**config.mk**
```make
export PLATFORM = sky130hd
export DESIGN_NAME = mcu_cmd_ctrl
export DESIGN_NICKNAME = d
export VERILOG_FILES = /design/src/rtl/mcu_cmd_pkg.sv /design/src/rtl/bus_decode.sv /design/src/rtl/delay_timer.sv /design/src/rtl/status_irq.sv /design/src/rtl/mcu_cmd_ctrl.sv
export SDC_FILE = /design/constraint.sdc
export NUM_CORES = 1
export LEC_CHECK = 0
export BUFFER_PORTS_ARGS = -buffer_cell sky130_fd_sc_hd__buf_2
export CORE_UTILIZATION = 45
export CTS_BUF_LIST = sky130_fd_sc_hd__clkbuf_2 sky130_fd_sc_hd__clkbuf_4 sky130_fd_sc_hd__clkbuf_8
export DETAILED_ROUTE_END_ITERATION = 6
export PLACE_DENSITY = 0.69
export SLEW_MARGIN = 10
export SYNTH_ARGS = -nofsm -noshare
export SYNTH_HDL_FRONTEND = slang
export SYNTH_HIERARCHICAL = 1
export SYNTH_SLANG_ARGS = --single-unit
```
**constraint.sdc**
```tcl
create_clock -name clk -period 4.55 [get_ports clk]
set_input_delay 0.91 -clock clk [delete_from_list [all_inputs] [get_ports clk]]
set_output_delay 0.91 -clock clk [all_outputs]
set_load 0.02 [all_outputs]
```
**src/rtl/mcu_cmd_pkg.sv**
```systemverilog
package mcu_cmd_pkg;
  typedef enum logic [2:0] {
    S_IDLE, S_ARG1, S_ARG2, S_SLEEP, S_WAKE, S_RST
  } seq_state_e;

  localparam logic [7:0] OP_PING    = 8'h06;
  localparam logic [7:0] OP_UNITQ   = 8'h0A;
  localparam logic [7:0] OP_UNITSET = 8'h0B;
  localparam logic [7:0] OP_SLEEP   = 8'h03;
  localparam logic [7:0] OP_RESET   = 8'h05;

  localparam logic [7:0] KEY_QUERY  = 8'h38;
  localparam logic [7:0] KEY_SET    = 8'h34;

  localparam logic [7:0] ST_ERR     = 8'hE1;
  localparam logic [7:0] ST_WAKE    = 8'hA5;
endpackage

```
**src/rtl/bus_decode.sv**
```systemverilog
module bus_decode (
  input  logic cs_n,
  input  logic rd_n,
  input  logic wr_n,
  input  logic a0,
  output logic cmd_wr,
  output logic dat_wr,
  output logic stat_rd,
  output logic dat_rd
);
  logic sel_wr, sel_rd;

  assign sel_wr  = !cs_n && !wr_n;
  assign sel_rd  = !cs_n && !rd_n && wr_n;
  assign cmd_wr  = sel_wr &&  a0;
  assign dat_wr  = sel_wr && !a0;
  assign stat_rd = sel_rd &&  a0;
  assign dat_rd  = sel_rd && !a0;
endmodule

```
**src/rtl/delay_timer.sv**
```systemverilog
module delay_timer #(
  parameter int LIMIT = 16
) (
  input  logic clk,
  input  logic rst_n,
  input  logic run,
  output logic done
);
  localparam int CW = $clog2(LIMIT + 1);

  logic [CW-1:0] cnt_q, cnt_d;

  always_comb begin
    cnt_d = run ? cnt_q + 1'b1 : '0;
  end

  always_ff @(posedge clk or negedge rst_n) begin
    if (!rst_n) cnt_q <= '0;
    else        cnt_q <= cnt_d;
  end

  assign done = run && (cnt_q == CW'(LIMIT - 1));
endmodule

```
**src/rtl/status_irq.sv**
```systemverilog
module status_irq
  import mcu_cmd_pkg::*;
(
  input  logic       clk,
  input  logic       rst_n,
  input  logic       flush,
  input  logic       set_err,
  input  logic       set_wake,
  input  logic       set_evt,
  input  logic [7:0] evt_code,
  input  logic       clr_rd,
  output logic [7:0] stat,
  output logic       irq_n
);
  logic [7:0] stat_q, stat_d;
  logic       irq_q, irq_d;

  always_comb begin
    stat_d = stat_q;
    irq_d  = irq_q;
    if (flush) begin
      stat_d = '0;
      irq_d  = 1'b0;
    end else if (set_err) begin
      stat_d = ST_ERR;
      irq_d  = 1'b1;
    end else if (set_wake) begin
      stat_d = ST_WAKE;
      irq_d  = 1'b1;
    end else if (set_evt) begin
      stat_d = evt_code;
      irq_d  = 1'b1;
    end else if (clr_rd) begin
      irq_d  = 1'b0;
    end
  end

  always_ff @(posedge clk or negedge rst_n) begin
    if (!rst_n) begin
      stat_q <= '0;
      irq_q  <= 1'b0;
    end else begin
      stat_q <= stat_d;
      irq_q  <= irq_d;
    end
  end

  assign stat  = stat_q;
  assign irq_n = ~irq_q;
endmodule

```
**src/rtl/mcu_cmd_ctrl.sv**
```systemverilog
module mcu_cmd_ctrl
  import mcu_cmd_pkg::*;
#(
  parameter int WAKE_CYC = 2000,
  parameter int RST_CYC  = 500
) (
  input  logic       clk,
  input  logic       rst_n,
  input  logic       cs_n,
  input  logic       rd_n,
  input  logic       wr_n,
  input  logic       a0,
  input  logic [7:0] din,
  output logic [7:0] dout,
  output logic       irq_n,
  output logic       sleep_req,
  output logic       reset_req,
  input  logic [7:0] max_unit,
  input  logic       evt_done,
  input  logic [7:0] evt_code,
  output logic [7:0] unit_sel
);
  logic       cmd_wr, dat_wr, stat_rd, dat_rd;
  logic       wake_done, rst_done, err_p, core_en, evt_ok;
  logic [7:0] stat;

  seq_state_e state_q, state_d;
  logic [7:0] op_q, op_d;
  logic [7:0] rsp_q, rsp_d;
  logic       vld_q, vld_d;
  logic [7:0] unit_q, unit_d;

  bus_decode u_dec (
    .cs_n(cs_n), .rd_n(rd_n), .wr_n(wr_n), .a0(a0),
    .cmd_wr(cmd_wr), .dat_wr(dat_wr), .stat_rd(stat_rd), .dat_rd(dat_rd)
  );

  delay_timer #(.LIMIT(WAKE_CYC)) u_wake_tmr (
    .clk(clk), .rst_n(rst_n), .run(state_q == S_WAKE), .done(wake_done)
  );

  delay_timer #(.LIMIT(RST_CYC)) u_rst_tmr (
    .clk(clk), .rst_n(rst_n), .run(state_q == S_RST), .done(rst_done)
  );

  assign evt_ok = evt_done &&
                  (state_q == S_IDLE || state_q == S_ARG1 || state_q == S_ARG2);

  status_irq u_stat (
    .clk(clk), .rst_n(rst_n), .flush(rst_done), .set_err(err_p),
    .set_wake(wake_done), .set_evt(evt_ok), .evt_code(evt_code),
    .clr_rd(stat_rd), .stat(stat), .irq_n(irq_n)
  );

  // next-state process
  always_comb begin
    state_d = state_q;
    op_d    = op_q;
    rsp_d   = rsp_q;
    vld_d   = vld_q;
    unit_d  = unit_q;
    err_p   = 1'b0;
    if (dat_rd) vld_d = 1'b0;
    case (state_q)
      S_IDLE, S_ARG1, S_ARG2: begin
        if (cmd_wr) begin
          case (din)
            OP_PING, OP_UNITQ, OP_UNITSET: begin
              state_d = S_ARG1;
              op_d    = din;
              vld_d   = 1'b0;
            end
            OP_SLEEP: begin
              state_d = S_SLEEP;
              vld_d   = 1'b0;
            end
            OP_RESET: begin
              state_d = S_RST;
              vld_d   = 1'b0;
            end
            default: ;
          endcase
        end else if (dat_wr && state_q == S_ARG1) begin
          state_d = S_IDLE;
          case (op_q)
            OP_PING: begin
              rsp_d = ~din;
              vld_d = 1'b1;
            end
            OP_UNITQ: begin
              if (din == KEY_QUERY) begin
                rsp_d = max_unit;
                vld_d = 1'b1;
              end else begin
                err_p = 1'b1;
              end
            end
            default: begin
              if (din == KEY_SET) state_d = S_ARG2;
              else                err_p   = 1'b1;
            end
          endcase
        end else if (dat_wr && state_q == S_ARG2) begin
          unit_d  = din;
          state_d = S_IDLE;
        end
      end
      S_SLEEP: if (cmd_wr)    state_d = S_WAKE;
      S_WAKE:  if (wake_done) state_d = S_IDLE;
      default: begin
        if (rst_done) begin
          state_d = S_IDLE;
          unit_d  = '0;
          vld_d   = 1'b0;
        end
      end
    endcase
  end

  // clock enable: frozen while asleep, woken by a command write
  assign core_en = (state_q != S_SLEEP) || cmd_wr;

  // register process
  always_ff @(posedge clk or negedge rst_n) begin
    if (!rst_n) begin
      state_q <= S_IDLE;
      op_q    <= '0;
      rsp_q   <= '0;
      vld_q   <= 1'b0;
      unit_q  <= '0;
    end else if (core_en) begin
      state_q <= state_d;
      op_q    <= op_d;
      rsp_q   <= rsp_d;
      vld_q   <= vld_d;
      unit_q  <= unit_d;
    end
  end

  assign dout      = dat_rd ? (vld_q ? rsp_q : 8'h00) : (stat_rd ? stat : 8'h00);
  assign sleep_req = (state_q == S_SLEEP);
  assign reset_req = (state_q == S_RST);
  assign unit_sel  = unit_q;
endmodule

```
==> impl_summary.log <==
[metrics] outcome: finished, violations left
[metrics] violations in the final reports: DRC
[metrics] count of distinct cell types in the synthesized netlist: 58
[metrics] Post-Route Skew: about 6.6 ps
[metrics] Diodes inserted: 0
[metrics] Worst path max stage delay: between 400 and 500 ps
[metrics] Async SR Flop Fraction: between 90% and 100%
[metrics] most repeated library cell on the critical path: sky130_fd_sc_hd__buf_2
[metrics] worst relative slew slack: between 50% and 60%
[metrics] type of origin of the critical path: primary input
[metrics] average detailed-routed wire length per instance: between 10 and 15 um
[metrics] FP Rows: 29
[metrics] unrepaired setup endpoints after global routing: false
[metrics] total of hold buffers inserted after clock tree synthesis: 0
[metrics] max-slew violation total from the final report: 0
[metrics] die footprint: 0.00703 mm^2
[metrics] routed via count: 2336
[metrics] maximum VDD drop: 0.000181 V
[metrics] arrival time of data at the critical path endpoint: around 2100 ps
[metrics] net count of the finished layout: 382
[metrics] end-of-flow core utilization: between 50% and 60%
[metrics] DR iter-0 viols: around 110
[metrics] effective utilization at floorplan: a little under half
[metrics] fraction of layout cells with a size suffix above 1: between 20% and 30%
[metrics] combinational share of power: between 4 and 5%
[metrics] buffer levels on the longest clock path: 2
[metrics] number of buffers inserted during clock tree synthesis: 9
[metrics] antenna violations before repair: 0
[metrics] wire length of the first global-routing pass: about 11 mm
[metrics] final-report setup violation count: 0
[metrics] # DRC: 16
[metrics] Switching Share: 22.4%
[metrics] relative contribution of sequential cells to total power: between 50% and 60%
[metrics] post-synthesis sequential element count: 57
[metrics] list of cells traversed by the critical path: buf_2, and4bb_2, nor2b_1, a22o_1, buf_2
[metrics] Req. time, crit path: 3640 ps
[metrics] topmost layer with routed signal wires: met4
[metrics] clock tree from TritonCTS: built
[metrics] slew at the pin with the worst max-slew slack: around 720 ps
[metrics] warning count from the yosys run: 6
[metrics] Post-Syn Nets: roughly 330
[metrics] met3 wire len: 337 um
[metrics] Max Cap Violations: 0
[metrics] count of buffers inserted at the top-level ports: 49
[metrics] number of filler instances in the final layout: about 600
[metrics] total global routing track utilization: between 15 and 20%
[metrics] WL met1: 2.88 mm
[metrics] post-detailed-routing wire length: about 6.2 mm
[metrics] clock latency on the worst-skew pair: between 300 and 400 ps
[metrics] class of the most critical setup path: in2out
[metrics] first-pass iteration count of the detailed router: 6
[metrics] number of global-route vias before repair: about 2300
[metrics] syn avg cell area: 10.2 um^2
[metrics] internal power: between 0.0007 and 0.0008 W
[metrics] post-synthesis instance total: slightly below 300
[metrics] commonest register cell after synthesis: sky130_fd_sc_hd__dfrtp_1
[metrics] power per unit of standard cell area: ~290 mW/mm^2
[metrics] TritonCTS Sinks: 57
[metrics] Hold/Removal Path Class: reg2reg
[metrics] Setup Total Neg Slack: 0 ps
[metrics] standby leakage power: about 1.7 nW
[metrics] number of cells after detailed placement: 415
[metrics] number of placed I/O pins: 50
[metrics] count of flip-flops with a built-in enable after synthesis: 0
[metrics] weighted congestion reported at the end of routability-driven placement: ~0.76
[metrics] Resized Gates After CTS: 0
[metrics] DP HPWL: between 4 and 5 mm
[metrics] clock-pin slew on the worst setup and hold paths: roughly 60 ps
[metrics] Vert. Die Dim: roughly 84 um
[metrics] Layout Area Growth over Synthesis: 15.9%
[metrics] largest fanout on the critical path: 7
[metrics] leftover overflow at the end of global routing: 0
[metrics] final antenna-violating net count: 0
[metrics] area of the core: ~0.0064 mm^2
[metrics] met2 wire length: slightly below 3 mm
[metrics] commonest non-fill, non-tap cells in the layout: sky130_fd_sc_hd__dfrtp_1, sky130_fd_sc_hd__buf_2, sky130_fd_sc_hd__nand2_1
[metrics] cell area after synthesis: between 0.003 and 0.004 mm^2
[metrics] clock tree root driver cell: sky130_fd_sc_hd__clkbuf_8
[metrics] kind of capture point of the worst setup path: output port
[metrics] CTS H-tree lvls: 3
[metrics] most common library cell in the layout ignoring fill and taps: sky130_fd_sc_hd__dfrtp_1
[metrics] fmax: roughly 330 MHz
[metrics] Hold Fails Final Rpt: 0
[metrics] minimum clock period: 3050 ps
[metrics] Clk network pwr share: about 46%
[metrics] number of setup buffers added after CTS: 0
[metrics] maximum number of pins on one net before global-route repair: 30
[metrics] Die Span X: around 84 um
[metrics] post-DR vias/cell: 5.42
[metrics] final cycle utilization of the critical path: between 60% and 70%
[metrics] worst-path cell with the longest stage delay: sky130_fd_sc_hd__nor2b_1
[metrics] count of non-filler cells in the finished layout: about 430
[metrics] Switch Pwr: about 0.00023 W
[metrics] share of synthesized area occupied by flip-flops and latches: a little under half
==> per-stage QoR <==
stage | setup slack [ps] | hold slack [ps] | total power (W) | cell area (um^2)
6_report | 1500 | 460 | 0.00101 | 3490
5_1_grt | 1420 | 498 | 0.00105 | 3490
4_1_cts | 1500 | 463 | 0.00103 | 3490
3_5_place_dp | 1510 | 444 | 0.000559 | 3300
3_3_place_gp | 1540 | 443 | 0.000559 | 3300
2_1_floorplan | 1480 | 425 | 0.000529 | 3010
==> registers in the layout (all words and copies together) (netlist names) <==
signal and flops:
op_q 8, rsp_q 8, state_q 3, u_rst_tmr/cnt_q 9, u_stat/irq_q 1, u_stat/stat 8
u_wake_tmr/cnt_q 11, unit_sel 8, vld_q 1
==> worst paths after layout <==
path	startpoint	cells past startpoint	slack [ps]	end
worst max-delay path	cs_n	5	1500	dout[7]
worst min-delay path	op_q[1]	1	460	op_q[1]
max in group asynchronous	rst_n	2	3130	u_wake_tmr/cnt_q[8]
worst max register to register	state_q[2]	10	1840	state_q[1]
worst min register to register	op_q[1]	1	460	op_q[1]
min in group asynchronous	rst_n	1	590	unit_sel[3]
==> critical path, delay by kind of cell <==
kind | cells | cell delay [ps]
AND/OR/NAND/NOR | 2 | 740
buffers and inverters | 2 | 280
AO/OA/AOI/OAI | 1 | 200
==> cell usage after synthesis (6+ instances only) <==
library cell	count	share of area, %
sky130_fd_sc_hd__mux2_4	7	3.5
sky130_fd_sc_hd__inv_1	7	0.87
sky130_fd_sc_hd__and2_1	11	2.3
sky130_fd_sc_hd__o21ai_0	8	1.3
sky130_fd_sc_hd__mux2i_1	11	3.7
sky130_fd_sc_hd__nor2_1	23	2.9
sky130_fd_sc_hd__a21oi_1	23	3.8
sky130_fd_sc_hd__nor3_1	6	1.0
sky130_fd_sc_hd__dfrtp_1	57	47
sky130_fd_sc_hd__a22o_1	7	2.0
sky130_fd_sc_hd__nand3_1	15	2.5
sky130_fd_sc_hd__nand2_1	28	3.5
==> power by group through the flow <==
stage | logic (W) | clock network [W] | registers, W
finish | 0.0000426 | 0.000464 | 0.000507
detailed placement | 0.0000431 | 0 | 0.000516
global placement | 0.0000432 | 0 | 0.000516
CTS | 0.0000433 | 0.000482 | 0.000507
floorplan | 0.0000129 | 0 | 0.000516
global route | 0.0000482 | 0.000500 | 0.000506
==> layer usage <==
layer	GRT usage, %	up-vias
li1	-	1165
met1	25.9	1111
met2	31.5	56
met3	5.64	4
met4	6.11	0
met5	0	-
==> cell families (layout without fill, tap and decap cells) <==
kind of cell	Yosys count	after routing	share of synthesized area [%]
simple gates	135	135	26.4
flops	57	57	47.3
compound gates	55	55	11.5
mux	21	21	8.26
buf+inv	19	77	3.74
xor+xnor	7	7	2.03
fa+ha+maj	2	2	0.830
==> final cells by class <==
type	count	area [um^2]	share of cell area, %
Tap cell	77	96.3	2.76
Clock buffer	10	138	3.94
Clock inverter	6	57.6	1.65
Sequential cell	57	1430	40.8
Timing Repair Buffer	52	268	7.66
Inverter	9	33.8	0.967
Multi-Input combinational cell	220	1480	42.2
Note: power is estimated with default switching activity, not from simulation.
